==> src/rtl/ocuv_pkg.sv <==
package ocuv_pkg;

   // Overcurrent latch phases
   typedef enum logic [1:0] {
      TRIP_IDLE   = 2'd0,   // no latched fault
      TRIP_ACTIVE = 2'd1,   // qualified overcurrent present
      TRIP_COOL   = 2'd2    // overcurrent gone, clear interval running
   } trip_state_e;

   // Counter width able to hold values 0..max_val
   function automatic int cnt_width(input int max_val);
      return (max_val < 2) ? 1 : $clog2(max_val + 1);
   endfunction

endpackage

==> src/rtl/ocuv_sync.sv <==
module ocuv_sync #(
   parameter int   STAGES  = 2,
   parameter logic RST_VAL = 1'b0
) (
   input  logic clk_i,
   input  logic rst_ni,
   input  logic d_i,
   output logic q_o
);

   logic [STAGES-1:0] chain_q;

   generate
      if (STAGES == 1) begin : g_single
         always_ff @(posedge clk_i or negedge rst_ni) begin
            if (!rst_ni) chain_q <= RST_VAL;
            else         chain_q <= d_i;
         end
      end else begin : g_chain
         always_ff @(posedge clk_i or negedge rst_ni) begin
            if (!rst_ni) chain_q <= {STAGES{RST_VAL}};
            else         chain_q <= {chain_q[STAGES-2:0], d_i};
         end
      end
   endgenerate

   assign q_o = chain_q[STAGES-1];

endmodule

==> src/rtl/ocuv_filter.sv <==
module ocuv_filter #(
   parameter int FILT_CYC = 53
) (
   input  logic clk_i,
   input  logic rst_ni,
   input  logic level_i,
   output logic qual_o
);

   import ocuv_pkg::*;

   logic qual_q;

   generate
      if (FILT_CYC == 1) begin : g_pass
         // One sample is enough: plain register
         always_ff @(posedge clk_i or negedge rst_ni) begin
            if (!rst_ni) qual_q <= 1'b0;
            else         qual_q <= level_i;
         end
      end else begin : g_count
         localparam int CW = cnt_width(FILT_CYC - 1);
         localparam logic [CW-1:0] LAST = CW'(FILT_CYC - 1);
         logic [CW-1:0] run_q;

         always_ff @(posedge clk_i or negedge rst_ni) begin
            if (!rst_ni) begin
               run_q  <= '0;
               qual_q <= 1'b0;
            end else if (!level_i) begin
               run_q  <= '0;
               qual_q <= 1'b0;
            end else if (run_q == LAST) begin
               qual_q <= 1'b1;
            end else begin
               run_q  <= run_q + 1'b1;
            end
         end
      end
   endgenerate

   assign qual_o = qual_q;

endmodule

==> src/rtl/ocuv_latch.sv <==
module ocuv_latch #(
   parameter int CLR_CYC = 6500
) (
   input  logic clk_i,
   input  logic rst_ni,
   input  logic qual_i,
   output logic tripped_o
);

   import ocuv_pkg::*;

   localparam int TW = cnt_width(CLR_CYC - 1);
   localparam logic [TW-1:0] LAST = TW'(CLR_CYC - 1);

   trip_state_e   state_q;
   logic [TW-1:0] tmr_q;

   always_ff @(posedge clk_i or negedge rst_ni) begin
      if (!rst_ni) begin
         state_q <= TRIP_IDLE;
         tmr_q   <= '0;
      end else begin
         unique case (state_q)
            TRIP_IDLE: begin
               tmr_q <= '0;
               if (qual_i) state_q <= TRIP_ACTIVE;
            end
            TRIP_ACTIVE: begin
               if (!qual_i) begin
                  // first low sample is the first cycle of the interval
                  if (CLR_CYC == 1) begin
                     state_q <= TRIP_IDLE;
                     tmr_q   <= '0;
                  end else begin
                     state_q <= TRIP_COOL;
                     tmr_q   <= TW'(1);
                  end
               end
            end
            TRIP_COOL: begin
               if (qual_i) begin
                  state_q <= TRIP_ACTIVE;
                  tmr_q   <= '0;
               end else if (tmr_q == LAST) begin
                  state_q <= TRIP_IDLE;
                  tmr_q   <= '0;
               end else begin
                  tmr_q   <= tmr_q + 1'b1;
               end
            end
            default: begin
               state_q <= TRIP_IDLE;
               tmr_q   <= '0;
            end
         endcase
      end
   end

   assign tripped_o = (state_q != TRIP_IDLE);

endmodule

==> src/rtl/ocuv_fault_mgr.sv <==
module ocuv_fault_mgr #(
   parameter int SYNC_STAGES = 2,
   parameter int FILT_CYC    = 53,
   parameter int CLR_CYC     = 6500
) (
   input  logic clk_i,
   input  logic rst_ni,
   input  logic oc_raw_i,
   input  logic uv_raw_i,
   output logic gate_off_o,
   output logic fault_n_o
);

   generate
      if (SYNC_STAGES < 1) begin : g_bad_sync
         $error("SYNC_STAGES must be at least 1");
      end
      if (FILT_CYC < 1) begin : g_bad_filt
         $error("FILT_CYC must be at least 1");
      end
      if (CLR_CYC < 1) begin : g_bad_clr
         $error("CLR_CYC must be at least 1");
      end
   endgenerate

   logic oc_sync, uv_sync, oc_filt, oc_tripped, fault_any;

   ocuv_sync #(.STAGES(SYNC_STAGES), .RST_VAL(1'b0)) oc_sync_i (
      .clk_i (clk_i), .rst_ni (rst_ni), .d_i (oc_raw_i), .q_o (oc_sync)
   );

   // supply counts as bad until a good sample arrives
   ocuv_sync #(.STAGES(SYNC_STAGES), .RST_VAL(1'b1)) uv_sync_i (
      .clk_i (clk_i), .rst_ni (rst_ni), .d_i (uv_raw_i), .q_o (uv_sync)
   );

   ocuv_filter #(.FILT_CYC(FILT_CYC)) filt_i (
      .clk_i (clk_i), .rst_ni (rst_ni), .level_i (oc_sync), .qual_o (oc_filt)
   );

   ocuv_latch #(.CLR_CYC(CLR_CYC)) latch_i (
      .clk_i (clk_i), .rst_ni (rst_ni), .qual_i (oc_filt), .tripped_o (oc_tripped)
   );

   assign fault_any  = oc_tripped | uv_sync;
   assign gate_off_o = fault_any;
   assign fault_n_o  = ~fault_any;

endmodule

==> config.mk <==
export PLATFORM = sky130hd
export DESIGN_NAME = ocuv_fault_mgr
export DESIGN_NICKNAME = d
export VERILOG_FILES = /design/src/rtl/ocuv_pkg.sv /design/src/rtl/ocuv_sync.sv /design/src/rtl/ocuv_filter.sv /design/src/rtl/ocuv_latch.sv /design/src/rtl/ocuv_fault_mgr.sv
export SDC_FILE = /design/constraint.sdc
export NUM_CORES = 1
export LEC_CHECK = 0
export ABC_AREA = 1
export BUFFER_PORTS_ARGS = -buffer_cell sky130_fd_sc_hd__buf_2
export CAP_MARGIN = 20
export CORE_ASPECT_RATIO = 1.2
export CORE_MARGIN = 2
export CORE_UTILIZATION = 31
export DETAILED_ROUTE_END_ITERATION = 10
export GPL_ROUTABILITY_DRIVEN = 0
export PLACE_DENSITY = 0.49
export SYNTH_ARGS = -nofsm -noshare
export SYNTH_HDL_FRONTEND = slang
export SYNTH_SLANG_ARGS = --single-unit
==> constraint.sdc <==
create_clock -name clk_i -period 1.7 [get_ports clk_i]
set_clock_uncertainty 0.05 [all_clocks]
set_input_delay 0.17 -clock clk_i [delete_from_list [all_inputs] [get_ports clk_i]]
set_output_delay 0.17 -clock clk_i [all_outputs]
set_load 0.02 [all_outputs]
==> impl_metrics.csv <==
group,metric,value,unit
status,status,"finished, final reports clean",
placement,place_area,1590,um^2
grt,grt_usage,12.4,%
worst_setup_path,cp-end-kind,"primary output",
placement,dp_hpwl,2140,um
clock_network,clockBufferDepth,2,
grt,grt_max_degree,27,
timing,slew_viol_final,0,
synth,synth_cell_types,23,
synth,synth_cells,182,
worst_setup_path,reg2reg_depth,8,
pwr,p_leak,0.000738,uW
worst_setup_path,required,1.48,ns
worst_setup_path,r2r_end,"latch_i.tmr_q[6]",
synth,postSynthAreaPerCell,8.15,um^2
pwr,powerDensity,653,nW/um^2
timing,fin_crit_sh,91.9,%
routing,vias,1144,
timing,min_period,1.56,ns
grt,grt_pass1_vias,1144,
worst_setup_path,reg2reg_from,"latch_i.state_q[1]",
routing,avgRoutedWirePerCell,11.2,um
worst_setup_path,critPathKind,"register to primary output",
layout,stdcell_count,253,
layout,nets,207,
timing,max_freq,640,MHz
timing,rsz0062_at_grt,"false",
layout,drive_gt1_share,20.0,%
worst_setup_path,r2r_slack,0.22,ns
min_path,hold-path-cell-count,0,
clock_network,cts_resized,0,
die,start_util,32.3,%
routing,drt_iter0_drc,40,
die,die_area,5360,um^2
clock_network,postCtsSetupBuffers,0,
placement,io_buffer_count,5,
run,cap_violations,0,
clock_network,cts_tree,"built",
synth,ys_seq_elements,26,
worst_setup_path,cp_data_arrival_time,1.34,ns
routing,totalWireLength,2820,um
grt,antenna_found_initial,0,
die,die_w,67.2,um
die,io_pins,6,
synth,ys_seq_area_share,44.0,%
pwr,vdd_drop_max,397,uV
clock_network,cts_htree_levels,1,
clock_network,cts-root-buf,"clkbuf_8",
die,die_h,79.8,um
layout,area_growth,12.1,%
worst_setup_path,critPathMaxFanout,4,
grt,grt_overflow_total,0,
routing,detail-route-antenna-nets,0,
synth,netlist_area,1480,um^2
clock_network,clk_pin_slew,0.09,ns
placement,placed_cells,246,
die,core-area,4590,um^2
timing,hold_viol,0,
die,core.rowCount,27,
clock_network,cts_made_buffers,3,
grt,grt_pass1_wl,5060,um
routing,avgViaCountPerCell,4.52,
timing,setup_violations,0,
layout,stdcell_area,1660,um^2
min_path,holdCritStartpoint,"oc_sync_i.chain_q[0]",
timing,tns,0,ns
routing,drcViolationCount,0,
worst_setup_path,start_kind,"register",
synth,syn_nets,193,
timing,slew_headroom,60.6,%
synth,yosysWarnings,0,
routing,firstDrtPassIters,4,
pwr,power,1090,uW
min_path,min_path_type,"register to register",
clock_network,clock-sinks,26,
layout,n_antenna_cell,0,
min_path,holdPathEnd,"oc_sync_i.chain_q[1]",
clock_network,worstSkewPairLatency,0.28,ns
timing,worstMarginPinSlew,0.590,ns
timing,timing.hold.ws,0.311,ns
## cell usage after synthesis
cell type | instances | area share, %
nand2_8 | 1 | 1.3
ha_1 | 7 | 5.9
nand2_2 | 4 | 1.7
inv_1 | 21 | 5.3
nor3_2 | 1 | 0.67
dfrtp_1 | 24 | 40
and3_1 | 1 | 0.42
nand4_1 | 7 | 3.0
xor2_1 | 6 | 3.5
nand3_1 | 12 | 4.0
nand3_2 | 2 | 1.3
or2_0 | 1 | 0.42
nor2_1 | 15 | 3.8
nand2_1 | 49 | 12
a21oi_1 | 3 | 1.0
nor3_1 | 1 | 0.34
o21ai_0 | 4 | 1.3
inv_2 | 2 | 0.51
dfstp_2 | 2 | 3.5
buf_4 | 1 | 0.51
nor2_2 | 15 | 6.3
nand2_4 | 2 | 1.5
xnor2_1 | 1 | 0.59
## registers in the layout, summed over array words and instances (netlist names)
signal and flops:
oc_sync_i.chain_q 2, filt_i.g_count.run_q 6, latch_i.state_q 2, filt_i.qual_o 1, uv_sync_i.chain_q 2, latch_i.tmr_q 13
## what timing repair did
item | CTS | global route
endpoints found under the setup margin | 0 | 0
hold endpoints to repair | 26 | 0
hold buffers | 3 | 0
## layout make-up
| cell class | instances | area (um^2) |
|---|---|---|
| multi-input cells | 132 | 737 |
| flip-flops and latches | 26 | 653 |
| well taps | 58 | 72.6 |
| clock buffers | 4 | 45.0 |
| inverters | 23 | 86.3 |
| fillers | 505 | 2930 |
| repair buffers | 10 | 70.1 |
## worst max path at each step
stage	start	to	slack, ns	cells after the start
2_1_floorplan	latch_i.state_q[0]	gate_off_o	0.29	5
3_3_place_gp	latch_i.state_q[1]	latch_i.tmr_q[3]	0.23	7
3_5_place_dp	latch_i.state_q[1]	latch_i.tmr_q[6]	0.22	8
4_1_cts	latch_i.state_q[0]	gate_off_o	0.11	6
5_1_grt	latch_i.state_q[0]	gate_off_o	0.02	6
6_report	latch_i.state_q[0]	gate_off_o	0.14	6
## logic make-up after synthesis
| kind of cell | synth area share, % |
|---|---|
| simple gates | 37.3 |
| fa+ha+maj | 5.90 |
| xor+xnor | 4.13 |
| buf+inv | 6.32 |
| compound gates | 2.36 |
| flops | 44.0 |
## critical path, stage by stage, from the launching register on
cell,delay [ns]
dfrtp_1,0.42
inv_1,0.10
ha_1,0.16
inv_1,0.07
nor2_1,0.12
inv_1,0.05
buf_2,0.15
## power breakdown
part           switching [uW]  internal, uW
combinational            36.3          23.3
clock                     205           168
sequential               17.2           637
total                     258           828
## per-layer routing
| layer | global-route usage, % | routed length (um) | share of wire [%] |
|---|---|---|---|
| met4 | 4.29 | 41 | 1.5 |
| met1 | 15.8 | 1330 | 47 |
| met3 | 2.12 | 58 | 2.1 |
| met5 | 0 | 0 | 0 |
| met2 | 20.8 | 1390 | 49 |
## through the flow
step / setup WS, ns / util, %
2_1_floorplan: 0.290 / -
3_3_place_gp: 0.229 / 34.6
3_5_place_dp: 0.223 / 34.6
4_1_cts: 0.110 / 36.2
5_1_grt: 0.0181 / 36.2
6_report: 0.137 / 36.2
## placed cells by master, fill, tap and decap left out, types with 2 or more instances in the layout
master         Yosys  layout
a21oi_1            3       3
buf_2              0       5
buf_4              1       2
clkbuf_8           0       3
dfrtp_1           24      24
dfstp_2            2       2
dlygate4sd3_1      0       3
ha_1               7       7
inv_1             21      21
inv_2              2       2
nand2_1           49      49
nand2_2            4       4
nand2_4            2       2
nand3_1           12      12
nand3_2            2       2
nand4_1            7       7
nor2_1            15      15
nor2_2            15      15
o21ai_0            4       4
xor2_1             6       6
(Power assumes the default switching activity.)
